$ cat src/rtl/bitbranch_exec.sv
module bitbranch_exec #(
  parameter int PC_W  = 16,
  parameter int CNT_W = 4
) (
  input  logic            clk,
  input  logic            rst_n,
  input  logic            start,
  input  logic [1:0]      op,
  input  logic [2:0]      src,
  input  logic [2:0]      bit_sel,
  input  logic [7:0]      disp,
  input  logic [PC_W-1:0] pc,
  input  logic            fast_ram,
  input  logic [7:0]      opnd,
  output logic            busy,
  output logic            done,
  output logic            taken,
  output logic [PC_W-1:0] next_pc,
  output logic            wr_en,
  output logic [7:0]      wr_data
);
  localparam logic [1:0] OP_SET = 2'd0, OP_CLR = 2'd1, OP_SETCLR = 2'd2, OP_DEC = 2'd3;
  localparam logic [2:0] K_RAM = 3'd0, K_SFR = 3'd1, K_ACC = 3'd2, K_PSW = 3'd3,
                         K_IND = 3'd4, K_RB = 3'd5, K_RC = 3'd6;

  logic             is_dec, dec_reg, bitv, tk, wen;
  logic [7:0]       dec_val, wdata;
  logic [2:0]       len;
  logic [CNT_W-1:0] cyc, cnt;
  logic             wen_q;
  logic [1:0]       op_q;

  assign is_dec  = (op == OP_DEC);
  assign dec_reg = (src == K_RB) || (src == K_RC);
  assign bitv    = opnd[bit_sel];
  assign dec_val = opnd - 8'd1;
  assign tk      = is_dec ? (dec_val != 8'd0) : ((op == OP_CLR) ? ~bitv : bitv);
  assign wen     = is_dec || ((op == OP_SETCLR) && bitv);
  assign wdata   = is_dec ? dec_val : (opnd & ~(8'd1 << bit_sel));

  always_comb begin
    if (is_dec)              len = dec_reg ? 3'd2 : 3'd3;
    else if (src == K_SFR)   len = 3'd4;
    else if (src == K_PSW)   len = (op == OP_SET) ? 3'd3 : 3'd4;
    else                     len = 3'd3;
  end

  always_comb begin
    cyc = CNT_W'(8);
    if (is_dec) begin
      if (dec_reg)       cyc = CNT_W'(6);
      else if (fast_ram) cyc = CNT_W'(8);
      else               cyc = CNT_W'(10);
    end else begin
      case (src)
        K_ACC: cyc = CNT_W'(8);
        K_SFR: cyc = (op == OP_SETCLR) ? CNT_W'(12) : CNT_W'(11);
        K_PSW: cyc = (op == OP_SET) ? CNT_W'(9) : (op == OP_CLR) ? CNT_W'(11) : CNT_W'(12);
        K_IND: cyc = fast_ram ? CNT_W'(10) : ((op == OP_SETCLR) ? CNT_W'(12) : CNT_W'(11));
        default: begin
          if (fast_ram) cyc = (op == OP_SETCLR) ? CNT_W'(10) : CNT_W'(8);
          else          cyc = (op == OP_SETCLR) ? CNT_W'(11) : CNT_W'(9);
        end
      endcase
    end
  end

  assign done  = busy && (cnt == '0);
  assign wr_en = done && wen_q;

  always_ff @(posedge clk or negedge rst_n) begin
    if (!rst_n) begin
      busy    <= 1'b0;
      cnt     <= '0;
      taken   <= 1'b0;
      next_pc <= '0;
      wen_q   <= 1'b0;
      wr_data <= '0;
      op_q    <= '0;
    end else if (!busy) begin
      if (start) begin
        busy    <= 1'b1;
        cnt     <= cyc - CNT_W'(2);
        taken   <= tk;
        next_pc <= pc + PC_W'(len) + (tk ? {{(PC_W-8){disp[7]}}, disp} : '0);
        wen_q   <= wen;
        wr_data <= wdata;
        op_q    <= op;
      end
    end else if (done) begin
      busy  <= 1'b0;
      taken <= 1'b0;
      wen_q <= 1'b0;
    end else begin
      cnt <= cnt - CNT_W'(1);
    end
  end

  p_done_pulse_r8: assert property (@(posedge clk) disable iff (!rst_n) done |=> !done);
  p_busy_holds_r8: assert property (@(posedge clk) disable iff (!rst_n) (busy && !done) |=> busy);
  p_wr_in_done_r9: assert property (@(posedge clk) disable iff (!rst_n) wr_en |-> done);
  p_clr_on_taken_r5: assert property (@(posedge clk) disable iff (!rst_n)
    (wr_en && op_q == OP_SETCLR) |-> taken);
  p_dec_writes_r6: assert property (@(posedge clk) disable iff (!rst_n)
    (done && op_q == OP_DEC) |-> (wr_en && (taken == (wr_data != 8'd0))));
  p_idle_quiet_r10: assert property (@(posedge clk) disable iff (!rst_n) !busy |-> (!done && !wr_en));
endmodule

$ cat config.mk
export PLATFORM = sky130hd
export DESIGN_NAME = bitbranch_exec
export DESIGN_NICKNAME = d
export VERILOG_FILES = /design/src/rtl/bitbranch_exec.sv
export SDC_FILE = /design/constraint.sdc
export NUM_CORES = 1
export LEC_CHECK = 0
export BUFFER_PORTS_ARGS = -buffer_cell sky130_fd_sc_hd__buf_4
export CAP_MARGIN = 20
export CORE_MARGIN = 1
export CORE_UTILIZATION = 40
export DETAILED_ROUTE_END_ITERATION = 8
export SLEW_MARGIN = 20
export SYNTH_ARGS = -nofsm -noshare
export SYNTH_HDL_FRONTEND = slang
export SYNTH_SLANG_ARGS = --single-unit
$ cat constraint.sdc
create_clock -name clk -period 5 [get_ports clk]
set_clock_uncertainty 0.05 [all_clocks]
set_input_delay 0.75 -clock clk [delete_from_list [all_inputs] [get_ports clk]]
set_output_delay 0.75 -clock clk [all_outputs]
set_load 0.01 [all_outputs]
Word-level counts from Yosys, hierarchy flattened
Index checks and enable logic that the tools add are counted.

Flip-flop bits (word level): 31. Latch bits: 0. Bits in writable memories: 0. Memory bits (read-only): 0. Input port bits: 44. Output and inout port bits: 28. Word-level logic and storage cells: 73. Memories: 0.

Add/subtract/negate cells: 5. Multipliers: 0. Divide/modulo/power cells: 0. $lt $le $gt $ge: 1. Equality and inequality tests: 11. Shifts and indexed selects: 1. Muxes and demuxes: 33. Bitwise gates (word level): 4. Reductions and logical operators: 12.

Operator list (count): 3-bit two-way mux (8); 4-bit two-way mux (5); 16-bit adder (1); 16-bit by 3-bit adder with 16-bit output (1); 16-bit two-way mux (1); 1-bit two-way mux (12); 3-bit one-hot mux with 4 select lines (1); 3-bit equality test (second input constant) (3); 8-bit bitwise AND (1); 2-bit two-way mux (4); 8-bit two-way mux (1); 8-bit inverter (1); 8-bit nonzero test (1); 1-bit by 3-bit left shift with 8-bit output (first input constant) (1); 8-bit by 1-bit subtractor with 8-bit output (second input constant) (1); 3-bit by 2-bit equality test with 1-bit output (second input constant) (2); 2-bit AND reduction (3); 2-bit equality test (second input constant) (2); 4-bit logical NOT (1); 3-bit by 4-bit less-than comparator with 1-bit output (second input constant) (1); 4-bit by 1-bit subtractor with 4-bit output (second input constant) (1); 4-bit by 2-bit subtractor with 4-bit output (second input constant) (1); 1-bit binary-select mux with 3-bit select (1); 3-bit by 1-bit equality test with 1-bit output (second input constant) (1); 8 further kinds (12).

Logic depth before layout (Yosys ltp)
Gate-level depths: netlist of run 1.

Word-level depth: 8. Gate-level depth with buffers: 17. Mapped depth without buffers: 17.

Worst setup path before layout of run 1
No wires, ideal clock.

Kind: input to register. Start: input bit_sel[0]. End: register next_pc[15]. Setup time: 131 ps. Arrival: 4035 ps. Path slack: 784 ps. Stages: 15. Buffers on the path: 1. Cell sequence: buf_6 mux4_2 mux2i_4 mux2_4 and3_1 fa_1 ha_1 fa_1 a21o_1 nand4_1 a21boi_1 o31ai_1 o21ai_2 xor2_1 o21ai_1.

Cells in the longest elaborated chain, start to end: 7.

RTL lines: start: declaration (RTL line 10) `input logic [2:0] bit_sel,`; 1-bit binary-select mux with 3-bit select (*) (RTL line 35) `assign bitv = opnd[bit_sel];`; 1-bit two-way mux (not written as such) (*) (RTL line 35); 1-bit inverter (RTL line 37) `assign tk = is_dec ? (dec_val != 8'd0) : ((op == OP_CLR) ? ~bitv : bitv);`; 1-bit two-way mux (*) (2 in a row) (RTL line 37); 16-bit two-way mux (*) (RTL line 85) `next_pc <= pc + PC_W'(len) + (tk ? {{(PC_W-8){disp[7]}}, disp} : '0);`; 16-bit adder (*) (RTL line 85); end signal: assignment (RTL line 85); end: declaration (RTL line 18) `output logic [PC_W-1:0] next_pc,`.

Mark *: on every way between the ends. The rest lies on a longest branch, timed or not. The select of a mux whose other input is x is not followed. A chain may end at the register's enable or synchronous reset.

Worst setup path in the final report of run 1
Start: input bit_sel[1]. End: register next_pc[15].

Same word-level chain as after synthesis.

==> results of run 1 <==
[where the power goes]
part | internal [uW] | switching (uW) | leakage (uW)
registers | 368 | 75.0 | 0.000381
clock network | 125 | 99.8 | 0.0000505
logic | 324 | 310 | 0.00126
[registers in the layout, summed over array words and instances (netlist names)]
| signal | cells |
|---|---|
| busy | 1 |
| wr_data | 8 |
| taken | 1 |
| next_pc | 16 |
| wen_q | 1 |
| cnt | 4 |
[kinds of logic after synthesis]
| logic type | count (synthesis) | share of synthesized area (%) |
|---|---|---|
| AO/OA/AOI/OAI | 88 | 20.8 |
| XOR/XNOR | 17 | 5.51 |
| multiplexers | 12 | 6.35 |
| adder cells (fa/ha/maj) | 35 | 17.3 |
| flip-flops | 31 | 28.7 |
| buffers and inverters | 25 | 4.08 |
| AND/OR/NAND/NOR | 94 | 17.2 |
[through the flow]
step           setup slack [ps]  std cells
2_1_floorplan               784        302
3_3_place_gp                492        438
3_5_place_dp                411        438
4_1_cts                     686        446
5_1_grt                     482        446
6_report                    672        446
[worst paths after layout]
path,cells past startpoint,startpoint,endpoint,slack (ps)
worst max-delay path,15,bit_sel[1],next_pc[15],670
worst min-delay path,1,rst_n,cnt[3],350
worst max register to register,2,busy,wr_data[3],3120
worst min register to register,2,wr_data[7],wr_data[7],440
max in group asynchronous,1,rst_n,wr_data[1],4250
min in group clk,2,wr_data[7],wr_data[7],440
[layout make-up]
| cell class | instances | area (sq um) | area share (%) |
|---|---|---|---|
| multi-input cells | 246 | 1820 | 53.8 |
| flip-flops and latches | 31 | 776 | 23.0 |
| repair buffers | 72 | 541 | 16.0 |
| clock buffers | 7 | 96.3 | 2.85 |
| well taps | 77 | 96.3 | 2.85 |
| inverters | 12 | 45.0 | 1.33 |
| clock inverters | 1 | 7.51 | 0.222 |
[worst reg2reg max path, stage by stage (launching register included)]
cell and delay (ps):
dfrtp_1 510, nand2b_2 780, mux2_2 430
[cell usage after synthesis, types with 4 or more instances]
cell	number	area share (%)
nand2_1	36	5.0
a21oi_1	12	2.2
mux2_2	6	2.5
nor3_1	7	1.3
o21a_1	4	1.1
o211ai_1	5	1.4
fa_1	4	3.0
ha_1	31	14
a21o_1	8	2.2
clkbuf_1	10	1.4
nor2_1	14	1.9
xor2_1	9	2.9
xnor2_1	8	2.6
inv_1	12	1.7
nand2b_1	8	1.9
and3_1	6	1.4
a31oi_1	4	0.93
dfrtp_1	31	29
o21ai_1	8	1.5
nand3_1	7	1.3
o21ai_0	24	4.4
[metal layers]
layer	vias up	part of all wire [%]	routed length [um]	GRT usage, %
met5	-	0	0	0
met4	0	1.1	74	5.17
met3	6	3.1	197	3.05
met2	48	46	2950	29.7
met1	1155	50	3230	27.1
li1	1228	-	-	-
[cell usage in the layout (no fill, tap or decap), types with 4 or more instances in the layout]
cell      instances
a21o_1            8
a21oi_1          12
a31oi_1           4
and3_1            6
buf_4            72
clkbuf_8          7
dfrtp_1          31
fa_1              4
ha_1             31
inv_1            12
mux2_2            6
nand2_1          36
nand2b_1          7
nand3_1           7
nor2_1           14
nor3_1            7
o211ai_1          5
o21a_1            4
o21ai_0          24
o21ai_1           8
xnor2_1           8
xor2_1            9
==> results.md, run 1 <==
- Max clock buf depth: 2
- Post-DP HPWL: 4970 um
- Slowest-stage cell, CP: mux4_2
- Detailed Routing Iterations Pass 1: 6
- EDFF count, synth: 0
- Ant diodes: 0
- Routed WL: 6450 um
- Max-cap violations: 0
- Die X: 84.2 um
- Critical path peak fanout: 9
- CP delay by family, top: multiplexers
- Final Max Tran Viols: 0
- Placed instance area: 3270 sq um
- Synthesis Warnings: 0
- Final hold slack: 346 ps
- Most frequent cell on the critical path: fa_1
- First-pass GRT wire length: 10800 um
- Synthesized cell area: 2700 sq um
- Layout cells sized above 1: 25.5%
- CP Launch Type: primary input
- Core Footprint: 6420 sq um
- Net Count, Synth: 381
- Main synth FF type: dfrtp_1
- Failing checks: DRC
- Final Core Density: 52.6%
- Critical path required time: 5090 ps
- Initial antenna violation count: 0
- IO Pins: 72
- Die area: 7080 sq um
- ANT nets after route: 0
- Setup crit end kind: register
- Final Cell Area: 3380 sq um
- TritonCTS clock tree: yes
- Gpl congestion: 0.836
- Synth cell types: 53
- Clock buffer count from CTS: 5
- Fmax: 231 MHz
- Post-synthesis sequential area ratio: 28.7%
- Fin Setup TNS: 0 ps
- Total Power: 1300 uW
- Syn_area_per_cell: 8.94 sq um
- Via count: 2437
- DRC violations left: 4
- Power per Cell Area: 386 nW/um^2
- Largest net degree at the start of global routing: 49
- Initial core utilization: 42.0%
- Hold_buf cts: 0
- Yosys reg bits: 31
- Synthesized instance count: 302
- CTS H-tree depth: 2
- Filler instances: 624
- Slowest stage delay, CP: 550 ps
- Tcrit/Tclk final: 86.6%
- Hold WC Path Type: in2async
- GRT Residual Overflow: 0
- GRT Util Overall: 18.9%
- Worst slew margin: 40.1%
- Setup Crit Path Kind: in2reg
- Area Overhead vs Synth: 25.1%
- Synth async-reset ratio: 100%
- Status: finished, violations left
- DR iter-0 viols: 103
- Hold Vio Cnt, Final: 0
- Cell Chain, Critical Path: buf_4, mux4_2, mux2i_4, mux2_4, and3_1, fa_1, ha_1, fa_1, a21o_1, nand4_1, a21boi_1, o31ai_1, o21ai_2, xor2_1, o21ai_1
- Clock Sinks: 31
- Slew @ Worst Pin: 899 ps
- Number of global-route vias before repair: 2271
- Worst EP arrival: 4410 ps
- Clock transition at the registers of the reported paths: 70 ps
- PortBufs: 71
- Site Rows: 29
- CTS Root Cell: clkbuf_8
- Largest vdd supply drop: 0.000174 V
- Quantity of gates resized following cts: 0
- RSZ-0062 raised after global routing: false
- Chip height: 84.2 um
- Leakage: 0.00169 uW
- WP buf/inv: 1
- DR vias/cell: 5.46
- Clk_lat worst skew: 280 ps
- Tmin final: 4330 ps
- Post-CTS Setup Inserts: 0
- Final setup violation count: 0
- DR WL/cell: 14.5 um
- Nets: 447
(Power assumes the default switching activity.)
==> inputs of run 2 (changes only) <==
==> constraint.sdc (replaced) <==
create_clock -name clk -period 5 [get_ports clk]
set_clock_uncertainty 0.05 [all_clocks]
set_input_delay 1 -clock clk [delete_from_list [all_inputs] [get_ports clk]]
set_output_delay 1 -clock clk [all_outputs]
set_load 0.01 [all_outputs]
==> run 2 against run 1 <==
Compared with the run above:
- the flow still finishes with violations (DRC)
- hold slack better by 92 ps
- sequential cell count stayed put
- design area shrank 0.67%
- largest cell class unchanged
==> results.md, run 2 (same netlist as run 1, synthesis figures left out) <==
- Layout cells sized above 1: 25.3% (-0.20 points)
- Quantity of gates resized following cts: 0 (unchanged)
- Clock transition at the registers of the reported paths: 70 ps (about the same)
- Die area: 7080 sq um (unchanged)
- TritonCTS clock tree: yes
- Setup Crit Path Kind: in2reg
- Initial antenna violation count: 0 (unchanged)
- Via count: 2389 (-2.0%)
- ANT nets after route: 0 (unchanged)
- First-pass GRT wire length: 10600 um (-1.7%)
- RSZ-0062 raised after global routing: false
- IO Pins: 72 (unchanged)
- Clk_lat worst skew: 290 ps (about the same)
- Initial core utilization: 42.0% (unchanged)
- Max reg flops: 16 (unchanged)
- Nets: 446 (-0.22%)
- Site Rows: 29 (unchanged)
- Filler instances: 632 (+1.3%)
- CP Launch Type: primary input
- Worst slew margin: 41.8% (+1.7 points)
- Tmin final: 4490 ps (+165 ps)
- Ant diodes: 0 (unchanged)
- Total Power: 1270 uW (-2.5%)
- Commonest non-fill, non-tap cells in the layout: buf_4 (71), nand2_1 (36), ha_1 (31), dfrtp_1 (31), o21ai_0 (24)
- Area Overhead vs Synth: 24.3%
- Gpl congestion: 0.849 (+1.6%)
- Largest vdd supply drop: 0.000156 V (-10%)
- Clock Sinks: 31 (unchanged)
- Core Footprint: 6420 sq um (unchanged)
- PortBufs: 71 (unchanged)
- Commonest non-fill, non-tap cell in the layout: buf_4
- Slew @ Worst Pin: 873 ps (-26.0 ps)
- DR vias/cell: 5.37 (-1.7%)
- Critical path peak fanout: 9 (unchanged)
- Post-DP HPWL: 4870 um (-1.9%)
- Power per Cell Area: 378 nW/um^2 (-1.8%)
- Detailed Routing Iterations Pass 1: 6 (unchanged)
- Largest reg by FF count: next_pc
- Largest net degree at the start of global routing: 49 (unchanged)
- Max clock buf depth: 2 (unchanged)
- Hold Vio Cnt, Final: 0 (unchanged)
- CTS Root Cell: clkbuf_8
- Hold WC Path Type: reg2reg
- Critical path required time: 5130 ps (+40 ps)
- Failing checks: DRC
- Final Core Density: 52.3% (-0.35 points)
- GRT Residual Overflow: 0 (unchanged)
- Status: finished, violations left
- Chip height: 84.2 um (unchanged)
- Setup crit end kind: register
- Fmax: 223 MHz (-3.7%)
- DR iter-0 viols: 117 (+14%)
- Slowest-stage cell, CP: mux4_2
- Fin Setup TNS: 0 ps (unchanged)
- Max-cap violations: 0 (unchanged)
- Regs by FF count: next_pc x16, wr_data x8, cnt x4
- Routed WL: 6260 um (-2.9%)
- Post-CTS Setup Inserts: 0 (unchanged)
- Die X: 84.2 um (unchanged)
- Cell Chain, Critical Path: buf_4, mux4_2, mux2i_4, mux2_4, and3_1, fa_1, ha_1, fa_1, a21o_1, nand4_1, a21boi_1, o311ai_1, a21boi_1, o21a_1, o31ai_1
- DRC violations left: 5 (+1)
- CTS H-tree depth: 2 (unchanged)
- DR WL/cell: 14.1 um (-2.7%)
- Hold_buf cts: 0 (unchanged)
- Final Max Tran Viols: 0 (unchanged)
- GRT Util Overall: 18.9% (-0.060 points)
- Worst EP arrival: 4630 ps (+220 ps)
- Number of global-route vias before repair: 2277 (+0.26%)
- Leakage: 0.00168 uW (-0.93%)
- Final setup violation count: 0 (unchanged)
- Tcrit/Tclk final: 89.8% (+3.3 points)
- Clock buffer count from CTS: 5 (unchanged)
- Slowest stage delay, CP: 540 ps (about the same)
-- run 2: cell type report --
cell class	instances	area (sq um)	area share, %
Multi-Input combinational cell	246	1820	54.1
Sequential cell	31	776	23.1
Timing Repair Buffer	71	533	15.9
Tap cell	77	96.3	2.87
Clock buffer	5	68.8	2.05
Inverter	12	45.0	1.34
Clock inverter	3	20.0	0.597
-- run 2: power breakdown --
| group | internal (uW) | switching [uW] |
|---|---|---|
| clock | 96.7 | 102 |
| sequential | 368 | 73.0 |
| combinational | 321 | 310 |
-- run 2: final timing paths --
check,start,endpoint,slack [ps],depth (start not counted)
setup / recovery,bit_sel[1],next_pc[13],510,15
hold / removal,wr_data[2],wr_data[2],440,2
setup reg to reg,cnt[0],cnt[1],2980,7
hold reg to reg,wr_data[2],wr_data[2],440,2
max in group asynchronous,rst_n,wr_data[2],4010,1
min in group asynchronous,rst_n,cnt[2],580,1
-- run 2: worst max-delay path: cells and delay by family --
kind	cells	cell delay, ps
AOI/OAI and AO/OA	6	1100
muxes	3	1090
adders and majority gates	3	990
and+or+nand+nor	2	310
buffers and inverters	1	140
-- run 2: metal layers --
layer / global-route usage, % / wire (um) / vias up
li1: - / - / 1231
met1: 27.0 / 3100 / 1102
met2: 28.9 / 2880 / 50
met3: 3.54 / 233 / 6
met4: 6.11 / 51 / 0
met5: 0 / 0 / -
-- run 2: stage by stage --
stage,std cells,area [sq um],hold WS (ps),worst slack (ps)
floorplan,302,2700,456,534
global placement,437,3270,422,260
detailed placement,437,3270,423,214
CTS,445,3360,444,510
global route,445,3360,468,251
finish,445,3360,437,508
